[config.mk]
export PLATFORM = sky130hd
export DESIGN_NAME = evt_flag_bank
export DESIGN_NICKNAME = d
export VERILOG_FILES = /design/src/rtl/evt_flag_pkg.sv /design/src/rtl/evt_flag_cell.sv /design/src/rtl/evt_flag_enable.sv /design/src/rtl/evt_flag_irq.sv /design/src/rtl/evt_flag_readmux.sv /design/src/rtl/evt_flag_bank.sv
export SDC_FILE = /design/constraint.sdc
export NUM_CORES = 1
export LEC_CHECK = 0
export ABC_AREA = 1
export BUFFER_PORTS_ARGS = -buffer_cell sky130_fd_sc_hd__buf_2
export CORE_MARGIN = 5
export CORE_UTILIZATION = 43
export DETAILED_ROUTE_END_ITERATION = 10
export MAX_ROUTING_LAYER = met4
export PLACE_DENSITY = 0.78
export SKIP_CTS_REPAIR_TIMING = 1
export SYNTH_ARGS = -nofsm -noshare
export SYNTH_HDL_FRONTEND = slang
export SYNTH_SLANG_ARGS = --single-unit
[constraint.sdc]
create_clock -name clk -period 0.99 [get_ports clk]
set_clock_uncertainty 0.1 [all_clocks]
set_input_delay 0.198 -clock clk [delete_from_list [all_inputs] [get_ports clk]]
set_output_delay 0.198 -clock clk [all_outputs]
set_load 0.01 [all_outputs]
[src/rtl/evt_flag_pkg.sv]
package evt_flag_pkg;

   // register selected by a bus cycle
   typedef enum logic [1:0] {
      SEL_NONE = 2'd0,
      SEL_STAT = 2'd1,
      SEL_EN   = 2'd2
   } reg_sel_e;

   // default geometry
   localparam int unsigned DEF_DATA_W = 8;
   localparam int unsigned DEF_N_CMP  = 4;
   localparam int unsigned DEF_ADDR_W = 2;

   function automatic reg_sel_e decode_sel(input logic [DEF_ADDR_W-1:0] addr,
                                           input logic [DEF_ADDR_W-1:0] stat_a,
                                           input logic [DEF_ADDR_W-1:0] en_a);
      if (addr == stat_a)    return SEL_STAT;
      else if (addr == en_a) return SEL_EN;
      else                   return SEL_NONE;
   endfunction

endpackage

[src/rtl/evt_flag_cell.sv]
module evt_flag_cell (
   input  logic clk,
   input  logic rst_n,
   input  logic hw_set,
   input  logic rd_stat,
   input  logic wr_stat,
   input  logic wr_bit,
   output logic flag,
   output logic armed
);

   logic clr_hit;
   logic flag_d;
   logic armed_d;

   // a clear needs a zero data bit and a previous read that saw one
   assign clr_hit = wr_stat & ~wr_bit & armed;
   // a set pulse beats a clear in the same cycle
   assign flag_d  = hw_set | (flag & ~clr_hit);

   always_comb begin
      armed_d = armed;
      if (wr_stat)      armed_d = 1'b0;
      else if (rd_stat) armed_d = flag;
   end

   always_ff @(posedge clk or negedge rst_n) begin
      if (!rst_n) begin
         flag  <= 1'b0;
         armed <= 1'b0;
      end else begin
         flag  <= flag_d;
         armed <= armed_d;
      end
   end

   AST_SET_TAKES: assert property (@(posedge clk) disable iff (!rst_n)
      hw_set |=> flag);
   AST_NO_SELF_SET: assert property (@(posedge clk) disable iff (!rst_n)
      (!flag && !hw_set) |=> !flag);
   AST_ONE_KEEPS: assert property (@(posedge clk) disable iff (!rst_n)
      (flag && wr_stat && wr_bit) |=> flag);
   AST_UNARMED_KEEPS: assert property (@(posedge clk) disable iff (!rst_n)
      (flag && !armed) |=> flag);
   AST_WRITE_DISARMS: assert property (@(posedge clk) disable iff (!rst_n)
      wr_stat |=> !armed);
   AST_SET_BEATS_CLR: assert property (@(posedge clk) disable iff (!rst_n)
      (hw_set && wr_stat && !wr_bit) |=> flag);

endmodule

[src/rtl/evt_flag_enable.sv]
module evt_flag_enable #(
   parameter int unsigned DATA_W = 8,
   parameter int unsigned EN_W   = 5
) (
   input  logic              clk,
   input  logic              rst_n,
   input  logic              wr_en,
   input  logic [EN_W-1:0]   wdata,
   output logic [EN_W-1:0]   en
);

   initial begin : prm_chk
      if (EN_W > DATA_W) $error("enable width exceeds data width");
   end

   always_ff @(posedge clk or negedge rst_n) begin
      if (!rst_n)     en <= '0;
      else if (wr_en) en <= wdata;
   end

   AST_EN_HOLDS: assert property (@(posedge clk) disable iff (!rst_n)
      !wr_en |=> $stable(en));
   AST_EN_LOADS: assert property (@(posedge clk) disable iff (!rst_n)
      wr_en |=> (en == $past(wdata)));

endmodule

[src/rtl/evt_flag_irq.sv]
module evt_flag_irq #(
   parameter int unsigned N_SRC = 5
) (
   input  logic              clk,
   input  logic              rst_n,
   input  logic [N_SRC-1:0]  src,
   input  logic [N_SRC-1:0]  en,
   output logic              level,
   output logic              pulse
);

   logic level_q;

   assign level = |(src & en);
   assign pulse = level & ~level_q;

   always_ff @(posedge clk or negedge rst_n) begin
      if (!rst_n) level_q <= 1'b0;
      else        level_q <= level;
   end

   AST_PULSE_SINGLE: assert property (@(posedge clk) disable iff (!rst_n)
      pulse |=> !pulse);
   AST_LEVEL_HOLDS_PULSE: assert property (@(posedge clk) disable iff (!rst_n)
      (level && !pulse) |-> level_q);
   AST_FALL_QUIET: assert property (@(posedge clk) disable iff (!rst_n)
      $fell(level) |-> !pulse);

endmodule

[src/rtl/evt_flag_readmux.sv]
module evt_flag_readmux
   import evt_flag_pkg::*;
#(
   parameter int unsigned DATA_W = 8,
   parameter int unsigned STAT_W = 6,
   parameter int unsigned EN_W   = 5,
   parameter bit          RD_REG = 1'b0
) (
   input  logic              clk,
   input  logic              rst_n,
   input  reg_sel_e          sel,
   input  logic              rd,
   input  logic [STAT_W-1:0] stat,
   input  logic [EN_W-1:0]   en,
   output logic [DATA_W-1:0] rdata
);

   logic [DATA_W-1:0] rd_val;

   always_comb begin
      rd_val = '0;
      if (rd) begin
         unique case (sel)
            SEL_STAT: rd_val = DATA_W'(stat);
            SEL_EN:   rd_val = DATA_W'(en);
            default:  rd_val = '0;
         endcase
      end
   end

   generate
      if (RD_REG) begin : g_rd_reg
         always_ff @(posedge clk or negedge rst_n) begin
            if (!rst_n) rdata <= '0;
            else        rdata <= rd_val;
         end
      end else begin : g_rd_comb
         assign rdata = rd_val;
      end
   endgenerate

   generate
      if (STAT_W < DATA_W) begin : g_rsvd_chk
         AST_RSVD_ZERO: assert property (@(posedge clk) disable iff (!rst_n)
            rdata[DATA_W-1:STAT_W] == '0);
      end
   endgenerate

endmodule

[src/rtl/evt_flag_bank.sv]
module evt_flag_bank
   import evt_flag_pkg::*;
#(
   parameter int unsigned DATA_W    = DEF_DATA_W,
   parameter int unsigned N_CMP     = DEF_N_CMP,
   parameter int unsigned ADDR_W    = DEF_ADDR_W,
   parameter int unsigned STAT_ADDR = 0,
   parameter int unsigned EN_ADDR   = 1,
   parameter bit          RD_REG    = 1'b0
) (
   input  logic              clk,
   input  logic              rst_n,
   input  logic [ADDR_W-1:0] bus_addr,
   input  logic              bus_rd,
   input  logic              bus_wr,
   input  logic [DATA_W-1:0] bus_wdata,
   output logic [DATA_W-1:0] bus_rdata,
   input  logic [N_CMP-1:0]  evt_cmp,
   input  logic              evt_ovf,
   input  logic              evt_udf,
   output logic              irq_level,
   output logic              irq_pulse
);

   // derived geometry
   localparam int unsigned STAT_W = N_CMP + 2;  // compare flags, overflow, underflow
   localparam int unsigned EN_W   = N_CMP + 1;  // underflow has no enable
   localparam int unsigned OVF_B  = N_CMP;
   localparam int unsigned UDF_B  = N_CMP + 1;

   initial begin : prm_chk
      if (STAT_W > DATA_W)        $error("status field does not fit the data width");
      if (ADDR_W != DEF_ADDR_W)   $error("address width must match the package decoder");
      if (STAT_ADDR == EN_ADDR)   $error("register addresses collide");
      if (N_CMP == 0)             $error("at least one compare source is required");
   end

   reg_sel_e          sel;
   logic              rd_stat;
   logic              wr_stat;
   logic              wr_en;
   logic [STAT_W-1:0] set_vec;
   logic [STAT_W-1:0] flags;
   logic [STAT_W-1:0] armed;
   logic [EN_W-1:0]   en;

   assign sel     = decode_sel(bus_addr, ADDR_W'(STAT_ADDR), ADDR_W'(EN_ADDR));
   assign rd_stat = bus_rd & (sel == SEL_STAT);
   assign wr_stat = bus_wr & (sel == SEL_STAT);
   assign wr_en   = bus_wr & (sel == SEL_EN);

   always_comb begin
      set_vec             = '0;
      set_vec[N_CMP-1:0]  = evt_cmp;
      set_vec[OVF_B]      = evt_ovf;
      set_vec[UDF_B]      = evt_udf;
   end

   generate
      for (genvar b = 0; b < STAT_W; b++) begin : g_cell
         evt_flag_cell u_cell (
            .clk     (clk),
            .rst_n   (rst_n),
            .hw_set  (set_vec[b]),
            .rd_stat (rd_stat),
            .wr_stat (wr_stat),
            .wr_bit  (bus_wdata[b]),
            .flag    (flags[b]),
            .armed   (armed[b])
         );
      end
   endgenerate

   evt_flag_enable #(
      .DATA_W (DATA_W),
      .EN_W   (EN_W)
   ) u_enable (
      .clk   (clk),
      .rst_n (rst_n),
      .wr_en (wr_en),
      .wdata (bus_wdata[EN_W-1:0]),
      .en    (en)
   );

   evt_flag_irq #(
      .N_SRC (EN_W)
   ) u_irq (
      .clk   (clk),
      .rst_n (rst_n),
      .src   (flags[EN_W-1:0]),
      .en    (en),
      .level (irq_level),
      .pulse (irq_pulse)
   );

   evt_flag_readmux #(
      .DATA_W (DATA_W),
      .STAT_W (STAT_W),
      .EN_W   (EN_W),
      .RD_REG (RD_REG)
   ) u_rdmux (
      .clk   (clk),
      .rst_n (rst_n),
      .sel   (sel),
      .rd    (bus_rd),
      .stat  (flags),
      .en    (en),
      .rdata (bus_rdata)
   );

   AST_ARM_FROM_READ: assert property (@(posedge clk) disable iff (!rst_n)
      (rd_stat && !wr_stat) |=> (armed == $past(flags)));
   AST_UDF_NO_REQ: assert property (@(posedge clk) disable iff (!rst_n)
      (irq_level |-> |(flags[EN_W-1:0] & en)));
   AST_ARMED_ONLY_FLAGS: assert property (@(posedge clk) disable iff (!rst_n)
      (sel == SEL_NONE && bus_wr) |=> $stable(en));

endmodule

Word level (Yosys, flattened, before mapping)
Index checks and enable logic that the tools add are counted.
{ "word_totals": {"latch_bits": 0, "input_bits": 20, "mem_count": 0, "ram_bits": 0, "output_inout_bits": 10, "reg_bits": 18, "elab_cells": 78, "rom_bits": 0} }
{ "op_classes": {"mux": 16, "multipliers": 0, "n_addsub": 0, "n_eq_ne": 3, "div_mod_pow": 0, "reduce_logical": 3, "magnitude_cmp": 0, "n_bitwise": 42, "n_shift": 0} }
{ "ops": {"columns": ["cell", "n"], "rows": [
  ["AND 1 bit", 22],
  ["inverter 1 bit", 13],
  ["two-way mux 1 bit", 12],
  ["one-hot mux 6 bit (2 select lines)", 1],
  ["two-way mux 8 bit", 1],
  ["OR 1 bit", 6],
  ["AND 5 bit", 1],
  ["OR reduction 5 bit", 1],
  ["== test 2 x 1 -> 1 bit (second input constant)", 2],
  ["two-way mux 2 bit", 2],
  ["== test 2 bit (second input constant)", 1],
  ["logical NOT 2 bit", 1],
  ["nonzero test 2 bit", 1]
]} }

Logic depth before layout (Yosys ltp)
{ "logic_depth": {"word_depth": 10, "ltp_mapped": 5, "ltp_nobuf": 5} }

Modules after synthesis
A second synthesis with hierarchy kept.
{ "hier_totals": {"hier_cells": 135, "area_unflattened_um2": 964.7} }
{ "by_module_without_submodules": {"columns": ["module", "area_each_um2", "n_inst", "seq_area_each_um2", "cells_each"], "rows": [
  ["evt_flag_cell", 88.8, 6, 50.0, 11],
  ["evt_flag_enable", 185.2, 1, 125.1, 21],
  ["evt_flag_readmux", 128.9, 1, 0.0, 26],
  ["evt_flag_irq", 73.8, 1, 25.0, 11],
  ["evt_flag_bank", 43.8, 1, 0.0, 11]
]} }

Least setup slack after synthesis
Ideal clock, no wire load.
{ "synth_path": {"path_type": "flip-flop to output port", "from": "register g_cell[1].u_cell.flag", "to": "output port irq_level", "arrival_time_ns": 0.716, "required_time_ns": 0.692, "n_path_buf": 0, "stages_incl_launch_ff": 5, "path_slack_ns": -0.024, "path_cell_list": "dfrtp_1 nand2_1 nand3_1 nor2_1 inv_1"} }
{ "synth_between": {"elab_chain_cells": 2} }
{ "synth_lines": {"columns": ["item", "line_no", "text"], "rows": [
  ["start, declared", "evt_flag_cell.sv:8", "output logic flag,"],
  ["start signal, assigned", "evt_flag_cell.sv:32", "flag <= flag_d;"],
  ["AND 5 bit", "evt_flag_irq.sv:14", "assign level = |(src & en);"],
  ["OR reduction 5 bit", "evt_flag_irq.sv:14", null],
  ["end, declared", "evt_flag_bank.sv:21", "output logic irq_level,"]
]} }
Every way passes these cells.

Worst setup path in the final report
{ "layout_path": {"from": "register u_enable.en[3]", "to": "output port irq_level"} }
{ "layout_between": {"elab_chain_cells": 2} }
{ "layout_lines": {"columns": ["item", "line_no", "text"], "rows": [
  ["start, declared", "evt_flag_enable.sv:9", "output logic [EN_W-1:0] en"],
  ["start signal, assigned", "evt_flag_enable.sv:18", "else if (wr_en) en <= wdata;"],
  ["AND 5 bit", "evt_flag_irq.sv:14", null],
  ["OR reduction 5 bit", "evt_flag_irq.sv:14", null]
]} }
Every way passes these cells.

==> flow_metrics.py <==
metrics = {
    "sta": {
        "finalWorstSetupSlack_ps": -475,
        "finalCritPeriodShare": 1.48,
        "rsz0062_at_grt": "yes",
        "hold_viol": 2,
        "max_freq_ghz": 0.682,
        "timing.hold.ws_ps": -4.48,
        "fin_crit_ps": 1470,
        "finalSetupViolCount": 9,
        "slew_violations": 0,
    },
    "outcome": {
        "status": "complete, but fails checks",
        "violations": "hold timing, setup timing",
    },
    "route": {
        "dr.pass1.iters": 5,
        "wl_per_cell_microns": 12.0,
        "drc": 0,
        "wl_mm": 2.33,
        "via_per_inst": 4.85,
        "drtIter0Drc": 37,
        "num_vias": 946,
        "ant_nets": 0,
    },
    "finish": {
        "seq_area_sq_um": 450,
        "fin_cells": 195,
        "diodes": 0,
        "nNetsFinal": 190,
        "areaGrowthSynthToFinish_pct": 48.9,
        "fillers": 168,
        "drive_gt1_frac": 0.393,
        "multi_input_area_sq_um": 422,
    },
    "global_route": {
        "grtUsageTotal": 0.152,
        "grt_pass1_vias": 819,
        "grt_overflow": 0,
        "grt_max_degree": 19,
        "grt_pass1_wl_mm": 3.63,
        "antenna_found_initial": 0,
    },
    "clock_tree": {
        "cts_tree": "built",
        "clock-sinks": 18,
        "h-tree-depth": 1,
        "cts_buffers": 3,
        "cts_buffer_depth": 2,
        "clk_latency_ps": 290,
        "clock-root-buffer": "clkbuf_4",
        "path_clk_slew_ps": 100,
    },
    "worst_setup_path": {
        "crit_path_end_kind": "primary output",
        "required_ps": 690,
        "max_stage_delay_ps": 390,
        "start_kind": "flip-flop",
        "cp_max_fo": 2,
        "worst-setup-path-type": "flip-flop to primary output",
        "cp.arrival_ps": 1170,
        "path_cells": "nand2_1, nand3_2, nor2_2, inv_1, buf_2",
        "worstRegToRegCells": 6,
        "cpMaxStageDelayCell": "dfrtp_1",
    },
    "die": {
        "die_w_microns": 55.7,
        "dieArea_sq_um": 3100,
        "die_h_microns": 55.7,
        "core_sq_um": 1980,
        "top_level_ports": 30,
        "rows": 16,
        "start_util": 0.453,
    },
    "job": {
        "maxCapViolCount": 0,
    },
    "power_and_ir_drop": {
        "p_leak_uw": 0.000739,
        "ir_drop_uv": 951,
        "p_per_area_nw_per_um2": 1240,
        "power_uw": 1660,
    },
    "place": {
        "hpwl_mm": 1.65,
        "pre_cts_slack_ps": -178,
        "gp_congestion": 0.798,
        "numPortBuffers": 25,
        "dp_cells": 184,
    },
    "worst_hold_path": {
        "worstHoldPathType": "primary input to flip-flop",
        "hold_depth": 3,
    },
    "synthesis": {
        "ys_ff_latch": 18,
        "ys_seq_area_frac": 0.501,
        "synth_compound_area_frac": 0.0696,
        "synth_area_leader_cell": "dfrtp_1",
        "syn_avg_cell_area_sq_um": 7.68,
        "ys_top_cells_by_area": "dfrtp_1 (50%), nand2_1 (22%), inv_1 (4.2%)",
        "yosys.area_share.simple": 0.352,
        "synth_top_family_by_area": "simple AND/OR/NAND/NOR gates",
        "synth_top_area_share": 0.501,
        "ys_warn_count": 0,
        "postSynthCellCount": 117,
        "yosys-mux-area-fraction": 0,
        "synthAdderAreaFrac": 0,
        "synthXorXnorAreaFrac": 0,
        "syn_area_sq_um": 898,
        "synth_cell_type_count": 15,
    },
}
==> critical path: cells and delay by family, from the launching register on <==
family,cells,cell delay [ps]
simple gates,3,280
buf+inv,2,190
flops,1,390
==> final timing paths <==
kind	slack [ps]	to	start
worst max-delay path	-480	irq_level	u_enable.en[3]
worst min-delay path	-4	g_cell[3].u_cell.flag	evt_cmp[3]
worst max register to register	-190	u_irq.level_q	u_enable.en[3]
worst min register to register	380	g_cell[5].u_cell.armed	g_cell[5].u_cell.armed
max in group asynchronous	250	g_cell[2].u_cell.armed	rst_n
min in group asynchronous	250	g_cell[3].u_cell.armed	rst_n
==> cell usage in the layout (no fill, tap or decap) <==
cell type / netlist / layout
conb_1: 1 / 2
dfrtp_1: 18 / 18
o21ai_2: 2 / 2
buf_6: 0 / 7
clkbuf_4: 0 / 3
nand3_1: 7 / 4
nand3_2: 0 / 3
inv_2: 2 / 2
o21ai_1: 4 / 4
nor2_2: 0 / 1
buf_4: 2 / 14
nand4_1: 6 / 6
inv_1: 10 / 10
buf_12: 0 / 1
nor2_1: 4 / 3
nor2_4: 2 / 2
buf_2: 1 / 24
nand2_2: 0 / 4
nand2_1: 52 / 48
nand2_4: 1 / 1
a21oi_1: 5 / 3
dlygate4sd3_1: 0 / 4
a21oi_2: 0 / 2
==> cell families after synthesis <==
logic type / count (synthesis)
AOI/OAI and AO/OA: 11
other: 1
buffers and inverters: 15
DFF: 18
and+or+nand+nor: 72
==> stage by stage <==
step | TNS (ps) | instance area (sq um) | utilization
5_1_grt | -3730 | 1340 | 0.675
4_1_cts | -3220 | 1210 | 0.609
2_1_floorplan | -40.0 | 905 | -
6_report | -3250 | 1340 | 0.675
3_3_place_gp | -2910 | 1180 | 0.597
3_5_place_dp | -3250 | 1180 | 0.597
==> sequential cells by signal (all words and copies together), names as in the netlist <==
name	count
u_irq.level_q	1
g_cell.u_cell.flag	6
g_cell.u_cell.armed	6
u_enable.en	5
==> Yosys cell counts <==
cell type and n:
nor2_1 4, o21ai_1 4, conb_1 1, buf_4 2, o21ai_2 2, nand2_4 1
dfrtp_1 18, nor2_4 2, nand2_1 52, nand3_1 7, inv_1 10, buf_2 1
nand4_1 6, a21oi_1 5, inv_2 2
==> layer usage <==
layer	GRT usage	vias to the layer above	wire, microns	part of all wire
met5	-	-	0	0
met2	0.236	39	1140	0.49
met3	0.0348	4	184	0.079
li1	-	469	-	-
met4	0.0417	0	29	0.012
met1	0.197	434	976	0.42
==> area by class of cell <==
| cell class | count | share of cell area |
|---|---|---|
| Sequential cell | 18 | 0.337 |
| Multi-Input combinational cell | 85 | 0.315 |
| Timing Repair Buffer | 50 | 0.272 |
| Inverter | 12 | 0.0337 |
| Tap cell | 27 | 0.0253 |
| Clock buffer | 3 | 0.0168 |
==> power by group <==
| part | switching (uW) | total, uW | internal, uW | leakage (uW) |
|---|---|---|---|---|
| Sequential | 39.1 | 848 | 809 | 0.000202 |
| Combinational | 227 | 448 | 221 | 0.000523 |
| Clock | 224 | 366 | 142 | 0.0000138 |
| Total | 490 | 1660 | 1170 | 0.000739 |
Note: power is estimated with default switching activity, not from simulation.
